`src/rtl/ec_host_pkg.sv`:
```
package ec_host_pkg;
  localparam logic [7:0] OP_READ      = 8'h80;
  localparam logic [7:0] OP_WRITE     = 8'h81;
  localparam logic [7:0] OP_BURST_ON  = 8'h82;
  localparam logic [7:0] OP_BURST_OFF = 8'h83;
  localparam logic [7:0] OP_QUERY     = 8'h84;
  localparam logic [7:0] BURST_ACK    = 8'h90;

  localparam int ST_OUT_FULL = 0;
  localparam int ST_IN_FULL  = 1;
  localparam int ST_IS_CMD   = 3;
  localparam int ST_BURST    = 4;
  localparam int ST_EVT      = 5;

  typedef enum logic [2:0] {
    SQ_IDLE,
    SQ_RADDR,
    SQ_RDATA,
    SQ_WADDR,
    SQ_WDATA
  } seq_state_e;
endpackage

```
`src/rtl/ec_host_inlatch.sv`:
```
module ec_host_inlatch #(
  parameter int HA_W        = 3,
  parameter int DW          = 8,
  parameter int DATA_PORT   = 0,
  parameter int CTRL_PORT   = 4,
  parameter int CONSUME_DLY = 2
) (
  input  logic            clk_i,
  input  logic            rst_ni,
  input  logic [HA_W-1:0] host_addr_i,
  input  logic            host_wr_i,
  input  logic [DW-1:0]   host_wdata_i,
  input  logic            accept_i,
  output logic            ready_o,
  output logic [DW-1:0]   byte_o,
  output logic            is_cmd_o,
  output logic            full_o
);
  localparam int CW = $clog2(CONSUME_DLY + 1);
  localparam logic [CW-1:0] LAST = CW'(CONSUME_DLY - 1);

  logic [CW-1:0] cnt_q;
  logic          hit_data, hit_ctrl, hit;

  assign hit_data = host_addr_i == HA_W'(DATA_PORT);
  assign hit_ctrl = host_addr_i == HA_W'(CTRL_PORT);
  assign hit      = host_wr_i && (hit_data || hit_ctrl);

  always_ff @(posedge clk_i or negedge rst_ni) begin
    if (!rst_ni) begin
      byte_o   <= '0;
      is_cmd_o <= 1'b0;
      full_o   <= 1'b0;
      cnt_q    <= '0;
    end else if (hit) begin
      // a newer byte replaces one not yet consumed
      byte_o   <= host_wdata_i;
      is_cmd_o <= hit_ctrl;
      full_o   <= 1'b1;
      cnt_q    <= '0;
    end else if (accept_i) begin
      full_o   <= 1'b0;
    end else if (full_o && cnt_q != LAST) begin
      cnt_q    <= cnt_q + CW'(1);
    end
  end

  assign ready_o = full_o && (cnt_q == LAST) && !hit;
endmodule

```
`src/rtl/ec_host_seq.sv`:
```
module ec_host_seq
  import ec_host_pkg::*;
#(
  parameter int AW = 8,
  parameter int DW = 8
) (
  input  logic          clk_i,
  input  logic          rst_ni,
  input  logic          ready_i,
  input  logic [DW-1:0] byte_i,
  input  logic          is_cmd_i,
  input  logic [DW-1:0] rs_rdata_i,
  input  logic          evt_valid_i,
  input  logic [DW-1:0] evt_code_i,
  output logic          accept_o,
  output logic [AW-1:0] rs_addr_o,
  output logic [DW-1:0] rs_wdata_o,
  output logic          rs_we_o,
  output logic          rs_re_o,
  output logic          load_o,
  output logic [DW-1:0] load_data_o,
  output logic          burst_o,
  output logic          evt_ack_o
);
  seq_state_e    state_q, state_d;
  logic [AW-1:0] addr_q, addr_d;
  logic          burst_d;

  always_comb begin
    state_d     = state_q;
    addr_d      = addr_q;
    burst_d     = burst_o;
    accept_o    = ready_i && (state_q != SQ_RDATA);
    rs_addr_o   = addr_q;
    rs_wdata_o  = byte_i;
    rs_we_o     = 1'b0;
    rs_re_o     = 1'b0;
    load_o      = 1'b0;
    load_data_o = rs_rdata_i;
    evt_ack_o   = 1'b0;

    if (state_q == SQ_RDATA) begin
      load_o  = 1'b1;
      state_d = SQ_IDLE;
    end

    if (accept_o) begin
      if (is_cmd_i) begin
        // any command closes the open sequence
        state_d = SQ_IDLE;
        unique case (byte_i[7:0])
          OP_READ:      state_d = SQ_RADDR;
          OP_WRITE:     state_d = SQ_WADDR;
          OP_BURST_ON: begin
            burst_d     = 1'b1;
            load_o      = 1'b1;
            load_data_o = DW'(BURST_ACK);
          end
          OP_BURST_OFF: burst_d = 1'b0;
          OP_QUERY: begin
            load_o      = 1'b1;
            load_data_o = evt_valid_i ? evt_code_i : '0;
            evt_ack_o   = evt_valid_i;
          end
          default: ;
        endcase
      end else begin
        unique case (state_q)
          SQ_RADDR: begin
            rs_re_o   = 1'b1;
            rs_addr_o = AW'(byte_i);
            state_d   = SQ_RDATA;
          end
          SQ_WADDR: begin
            addr_d  = AW'(byte_i);
            state_d = SQ_WDATA;
          end
          SQ_WDATA: begin
            rs_we_o = 1'b1;
            state_d = SQ_IDLE;
          end
          default: ;
        endcase
      end
    end
  end

  always_ff @(posedge clk_i or negedge rst_ni) begin
    if (!rst_ni) begin
      state_q <= SQ_IDLE;
      addr_q  <= '0;
      burst_o <= 1'b0;
    end else begin
      state_q <= state_d;
      addr_q  <= addr_d;
      burst_o <= burst_d;
    end
  end
endmodule

```
`src/rtl/ec_host_outbuf.sv`:
```
module ec_host_outbuf #(
  parameter int DW = 8
) (
  input  logic          clk_i,
  input  logic          rst_ni,
  input  logic          load_i,
  input  logic [DW-1:0] load_data_i,
  input  logic          clr_i,
  output logic          full_o,
  output logic [DW-1:0] data_o
);
  always_ff @(posedge clk_i or negedge rst_ni) begin
    if (!rst_ni) begin
      full_o <= 1'b0;
      data_o <= '0;
    end else if (load_i) begin
      // a fresh result wins over a simultaneous host read
      full_o <= 1'b1;
      data_o <= load_data_i;
    end else if (clr_i) begin
      full_o <= 1'b0;
    end
  end
endmodule

```
`src/rtl/ec_host_port.sv`:
```
module ec_host_port
  import ec_host_pkg::*;
#(
  parameter int HA_W        = 3,
  parameter int AW          = 8,
  parameter int DW          = 8,
  parameter int DATA_PORT   = 0,
  parameter int CTRL_PORT   = 4,
  parameter int CONSUME_DLY = 2
) (
  input  logic            clk_i,
  input  logic            rst_ni,
  input  logic [HA_W-1:0] host_addr_i,
  input  logic            host_wr_i,
  input  logic            host_rd_i,
  input  logic [DW-1:0]   host_wdata_i,
  output logic [DW-1:0]   host_rdata_o,
  output logic [AW-1:0]   rs_addr_o,
  output logic [DW-1:0]   rs_wdata_o,
  output logic            rs_we_o,
  output logic            rs_re_o,
  input  logic [DW-1:0]   rs_rdata_i,
  input  logic            evt_valid_i,
  input  logic [DW-1:0]   evt_code_i,
  output logic            evt_ack_o
);
  logic          in_full, in_ready, in_is_cmd, accept;
  logic [DW-1:0] in_byte;
  logic          out_full, ld_valid, burst;
  logic [DW-1:0] out_data, ld_data, status;

  ec_host_inlatch #(
    .HA_W(HA_W), .DW(DW), .DATA_PORT(DATA_PORT),
    .CTRL_PORT(CTRL_PORT), .CONSUME_DLY(CONSUME_DLY)
  ) u_inlatch (
    .clk_i, .rst_ni, .host_addr_i, .host_wr_i, .host_wdata_i,
    .accept_i (accept),
    .ready_o  (in_ready),
    .byte_o   (in_byte),
    .is_cmd_o (in_is_cmd),
    .full_o   (in_full)
  );

  ec_host_seq #(.AW(AW), .DW(DW)) u_seq (
    .clk_i, .rst_ni,
    .ready_i     (in_ready),
    .byte_i      (in_byte),
    .is_cmd_i    (in_is_cmd),
    .rs_rdata_i, .evt_valid_i, .evt_code_i,
    .accept_o    (accept),
    .rs_addr_o, .rs_wdata_o, .rs_we_o, .rs_re_o,
    .load_o      (ld_valid),
    .load_data_o (ld_data),
    .burst_o     (burst),
    .evt_ack_o
  );

  ec_host_outbuf #(.DW(DW)) u_outbuf (
    .clk_i, .rst_ni,
    .load_i      (ld_valid),
    .load_data_i (ld_data),
    .clr_i       (host_rd_i && host_addr_i == HA_W'(DATA_PORT)),
    .full_o      (out_full),
    .data_o      (out_data)
  );

  always_comb begin
    status              = '0;
    status[ST_OUT_FULL] = out_full;
    status[ST_IN_FULL]  = in_full;
    status[ST_IS_CMD]   = in_is_cmd;
    status[ST_BURST]    = burst;
    status[ST_EVT]      = evt_valid_i;
  end

  always_comb begin
    if (host_addr_i == HA_W'(DATA_PORT))      host_rdata_o = out_data;
    else if (host_addr_i == HA_W'(CTRL_PORT)) host_rdata_o = status;
    else                                      host_rdata_o = '0;
  end
endmodule

```
`config.mk`:
```
export PLATFORM = sky130hd
export DESIGN_NAME = ec_host_port
export DESIGN_NICKNAME = d
export VERILOG_FILES = /design/src/rtl/ec_host_pkg.sv /design/src/rtl/ec_host_inlatch.sv /design/src/rtl/ec_host_seq.sv /design/src/rtl/ec_host_outbuf.sv /design/src/rtl/ec_host_port.sv
export SDC_FILE = /design/constraint.sdc
export NUM_CORES = 1
export LEC_CHECK = 0
export BUFFER_PORTS_ARGS = -buffer_cell sky130_fd_sc_hd__buf_2
export CAP_MARGIN = 20
export CORE_ASPECT_RATIO = 0.6
export CORE_MARGIN = 4
export CORE_UTILIZATION = 51
export DETAILED_ROUTE_END_ITERATION = 10
export PLACE_DENSITY_LB_ADDON = 0.2
export RECOVER_POWER = 50
export SETUP_SLACK_MARGIN = 0.3
export SYNTH_ARGS = -nofsm -noshare
export SYNTH_HDL_FRONTEND = slang
export SYNTH_HIERARCHICAL = 1
export SYNTH_SLANG_ARGS = --single-unit
```
`constraint.sdc`:
```
create_clock -name clk_i -period 2.6 [get_ports clk_i]
set_input_delay 0.13 -clock clk_i [delete_from_list [all_inputs] [get_ports clk_i]]
set_output_delay 0.13 -clock clk_i [all_outputs]
set_load 0.1 [all_outputs]
```
* Yosys cells after proc, flatten, opt, wreduce, memory -nomap -nowiden
Index checks and enable logic that the tools add are counted.
Cells by class: add/sub/neg operators 1, eq/ne operators 14, reductions and logical operators 17, mux-type cells 35, bitwise gates (word level) 1
Operator list (count):
- $mux 8 | 7
- $eq 8x8->1 const B | 5
- $mux 1 | 17
- $pmux 8 s2 | 1
- $mux 3 | 3
- $pmux 3 s3 | 1
- $reduce_bool 2->1 | 4
- $eq 3x2->1 const B | 2
- $eq 3x3->1 const B | 2
- $logic_and 1x1->1 | 6
- $mux 2 | 3
- $mux 6 | 1
- $reduce_and 3->1 | 2
- $ne 2x1->1 const B | 2
- $pmux 2 s2 | 1
- $eq 3x1->1 const B | 1
- $logic_not 3->1 | 1
- $ne 3x2->1 const B | 1
- $add 2x1->2 const B | 1
- $eq 2x1->1 const B | 1
- $pmux 1 s2 | 1
- $reduce_and 2->1 | 1
- $reduce_or 2->1 | 1
- $logic_not 1->1 | 1
- 2 further kinds | 2
Storage, ports and cells: logic and storage cells 77, input port bits 32, flip-flop bits (word level) 33, output and inout bits 27

* Depth between registers and ports, before layout
word-level depth 8, mapped depth 11, mapped depth without buffers 9

* Hierarchy
Netlist, hierarchy kept.
Modules (own cells, without submodules):
- ec_host_seq | sequential area each 300.3 um^2, cells each 88, area an instance 912.1 um^2, instances 1
- ec_host_inlatch | sequential area each 300.3 um^2, cells each 34, area an instance 526.8 um^2, instances 1
- ec_host_outbuf | sequential area each 225.2 um^2, cells each 20, area an instance 369.1 um^2, instances 1
- ec_host_port | sequential area each 0.0 um^2, cells each 17, area an instance 130.1 um^2, instances 1

* Least setup slack after synthesis
OpenSTA, ideal clock, no wires.
path kind register -> output, start point reg u_inlatch.cnt_q[1], end point out rs_we_o, data arrival time 2953 ps, cell stages (with the launch flop) 8, required time 2470 ps, path buffers 1, path slack -483 ps, cell sequence dfrtp_1 -> inv_1 -> ha_1 -> nand2_1 -> nor2_1 -> buf_2 -> nand3_1 -> nor3_1
Between the ends: word-level cells in the longest chain between the ends 5
Ends and longest elaborated chain:
- from (decl) | line ec_host_inlatch.sv:22 | logic [CW-1:0] cnt_q;
- from (signal assigned) | line ec_host_inlatch.sv:44 | cnt_q <= cnt_q + CW'(1);
- $eq 2x1->1 | line ec_host_inlatch.sv:48 | assign ready_o = full_o && (cnt_q == LAST) && !hit;
- $logic_and 1x1->1 (2 in series) | line ec_host_inlatch.sv:48
- via in_ready | line ec_host_port.sv:27 | logic in_full, in_ready, in_is_cmd, accept;
- $logic_and 1x1->1 | line ec_host_seq.sv:33 | accept_o = ready_i && (state_q != SQ_RDATA);
- $mux 1 | line ec_host_seq.sv:47 | if (accept_o) begin
- to (decl) | line ec_host_port.sv:20 | output logic rs_we_o,
The timed path passes the listed nets, and every way through them passes these cells.

* Worst setup path after layout
start point reg u_inlatch.cnt_q[1], end point out rs_addr_o[7]
Between the ends: word-level cells in the longest chain between the ends 5
Ends and longest elaborated chain:
- $eq 2x1->1 | line ec_host_inlatch.sv:48
- $logic_and 1x1->1 (2 in series) | line ec_host_inlatch.sv:48
- via in_ready | line ec_host_port.sv:27
- $logic_and 1x1->1 | line ec_host_seq.sv:33
- $mux 8 | line ec_host_seq.sv:47
- to (decl) | line ec_host_port.sv:18 | output logic [AW-1:0] rs_addr_o,
The timed path passes the listed nets, and every way through them passes these cells.

==> flow_metrics.tcl <==
set metrics [dict create \
    synth-main-ff-cell "dfrtp_1" \
    async_flop_share 1.00 \
    intPower_mw 1.02 \
    clock_skew_ps 9.60 \
    slew_viol_final 34 \
    p_sw_frac 0.395 \
    start_util 0.530 \
    violations "capacitance limit, slew limit" \
    netlist_area_mm2 0.00194 \
    power_switching_mw 0.663 \
    synthTopCellsByArea "dfrtp_1 43%, mux2_2 11%, mux2_4 11%" \
    drt_iter0_markers 51 \
    seqPwrFrac 0.414 \
    clockPowerShare 0.226 \
    synth_top_area_frac 0.426 \
    peakVddDrop_mv 0.515 \
    min_path_type "in2reg" \
    finalHoldViolCount 0 \
    grt_max_degree 34 \
    grt_overflow 0 \
    yosysTopAreaCell "dfrtp_1" \
    core_area_mm2 0.00366 \
    drt_pass1_iterations 4 \
    setup_viol 0 \
    cts_inserted_buffers 5 \
    clock.fmax_mhz 441 \
    first_global_vias 1544 \
    io_pins 59 \
    critPathBufInv 3 \
    antenna_left 0 \
    critPathMaxStageDelay_ps 390 \
    setup-tns-final_ps 0 \
    clockBufferDepth 2 \
    rsz0062_at_grt "yes" \
    area_growth_pct 29.7 \
    ys_seq_area_frac 0.426 \
    synth_seq_cells 33 \
    vias 1441 \
    crit_arrival_ps 2140 \
    cap_violations 1 \
    hold_ws_ps 72.6 \
    final_nets 254 \
    final_util 0.687 \
    die_y_um 55.8 \
    syn_inst 159 \
    worst_slew_pin_slew_ps 1720 \
    status "complete, but fails checks" \
    power.total_mw 1.68 \
    cellPowerDensity_mw_per_mm2 667 \
    drive_gt1_frac 0.516 \
    mostFrequentLayoutCells "43 x buf_2, 33 x dfrtp_1, 18 x mux2_4" \
    layout_commonest_cell "buf_2" \
    syn_area_per_cell_um2 12.2 \
    via_per_inst 5.38 \
    crit_slowest_cell "dfrtp_1" \
    critPathMaxFanout 4 \
    gp_congestion 0.779 \
    synth_edf_count 0 \
    synth_nets 192 \
    grt_first_pass_wirelength_um 7510 \
    relSlewSlack -0.147 \
    clk_pin_slew_worst_paths_ps 70 \
    fin_crit_ps 2270 \
    cp_data_required_time_ps 2470 \
    fp.dieW_um 87.6 \
    ys.warnings.count 6 \
    place_hpwl_um 3320 \
    htree_levels 2 \
    end_kind "output pin" \
    clock_sinks 33 \
    cp-start-kind "register" \
    routedWlPerCell_um 17.1 \
    drc 0 \
    antenna_found_initial 0 \
    leakagePower_nw 1.21 \
    port_buffers 58 \
    power_frac_comb 0.360 \
    clk_latency_ps 280 \
    drt-total-wl_um 4570 \
    crit_family "simple AND/OR/NAND/NOR gates" \
    synth_cell_type_count 43 \
    critPathKind "reg2out" \
    fp.dieArea_mm2 0.00488 \
    num_antenna_cells 0 \
    min_period_over_period 0.873 \
    placementRows 17 \
    tritoncts "done" \
    cts_root_buf "clkbuf_8" \
    grt_use_total 0.199 \
    path_cells "inv_2, ha_4, nand2_4, nor2_4, nand2_2, nor4_4, buf_4, mux2_4, buf_12" \
]
[state kept, by name (all words and copies together) (netlist names)]
| signal | flops |
|---|---|
| u_inlatch/full_o | 1 |
| u_inlatch/cnt_q | 2 |
| u_inlatch/byte_o | 8 |
| u_outbuf/full_o | 1 |
| u_seq/burst_o | 1 |
| u_inlatch/is_cmd_o | 1 |
| u_seq/addr_q | 8 |
| u_seq/state_q | 3 |
| u_outbuf/data_o | 8 |
[power by group through the flow]
stage | sequential [mW] | combinational (mW) | clock, mW
final | 0.694 | 0.605 | 0.379
after global routing | 0.709 | 0.647 | 0.424
after CTS | 0.681 | 0.585 | 0.393
after detailed placement | 0.689 | 0.575 | 0
after global placement | 0.685 | 0.567 | 0
after floorplan | 0.663 | 0.511 | 0
[routing by layer]
| layer | global-route usage | up-vias | part of all wire |
|---|---|---|---|
| met2 | 0.303 | 32 | 0.48 |
| met3 | 0.0592 | 9 | 0.038 |
| met4 | 0.0656 | 0 | 0.013 |
| met5 | 0 | - | 0 |
| met1 | 0.271 | 711 | 0.47 |
| li1 | - | 689 | - |
[worst register-to-register path, stage by stage (launching register included)]
cell,delay (ps)
dfrtp_1,420
or3_4,430
nor4_4,320
o21ai_2,120
or2b_1,180
buf_4,210
mux2_4,330
[path summary, 6_finish.rpt]
check	startpoint	to	slack, ps	cells after the start
setup / recovery	u_inlatch/cnt_q[1]	rs_addr_o[7]	330	9
hold / removal	host_wdata_i[3]	u_inlatch/byte_o[3]	70	2
setup reg to reg	u_inlatch/byte_o[3]	u_outbuf/data_o[4]	480	6
hold reg to reg	u_outbuf/full_o	u_outbuf/full_o	510	1
max in group asynchronous	rst_ni	u_outbuf/data_o[5]	760	2
min in group asynchronous	rst_ni	u_inlatch/byte_o[4]	830	2
[per-stage QoR]
stage	instances	setup WS, ps	area (um2)
final	268	331	2510
after floorplan	159	-398	1950
after CTS	266	304	2430
after detailed placement	258	399	2320
after global routing	268	171	2510
after global placement	258	516	2320
[cells in the mapped netlist, types with 2 or more instances]
master    number
dfrtp_1       33
mux2_2        19
mux2_4        14
nor2_1        12
buf_4          8
nand2_1        7
a22o_1         6
a31oi_1        5
inv_1          5
mux2i_1        5
and2_1         4
buf_6          3
a21o_2         2
buf_2          2
nand2b_1       2
nor2b_1        2
nor3b_2        2
nor4_4         2
o21ai_0        2
[logic make-up after synthesis]
logic type                 share of synthesized area
xor gates and xnor gates                     0.00452
DFF                                            0.426
muxes                                          0.245
AOI/OAI and AO/OA                             0.0833
and+or+nand+nor                                0.172
buffers and inverters                         0.0633
adders and majority gates                    0.00645
[cell type report]
class / count / area [um2]
Clock buffer: 7 / 86.3
Fill cell: 298 / 1140
Inverter: 5 / 18.8
Multi-Input combinational cell: 108 / 1030
Sequential cell: 33 / 826
Tap cell: 47 / 58.8
Timing Repair Buffer: 68 / 495
[what timing repair did]
| item | CTS | global route |
|---|---|---|
| resized for setup | 7 | 26 |
| hold endpoints to repair | 33 | 0 |
| setup buffers | 0 | 2 |
| endpoints found under the setup margin | 9 | 17 |
| hold buffers | 1 | 0 |
| pin swaps | 0 | 2 |
Power figures use the tool's default switching activity.
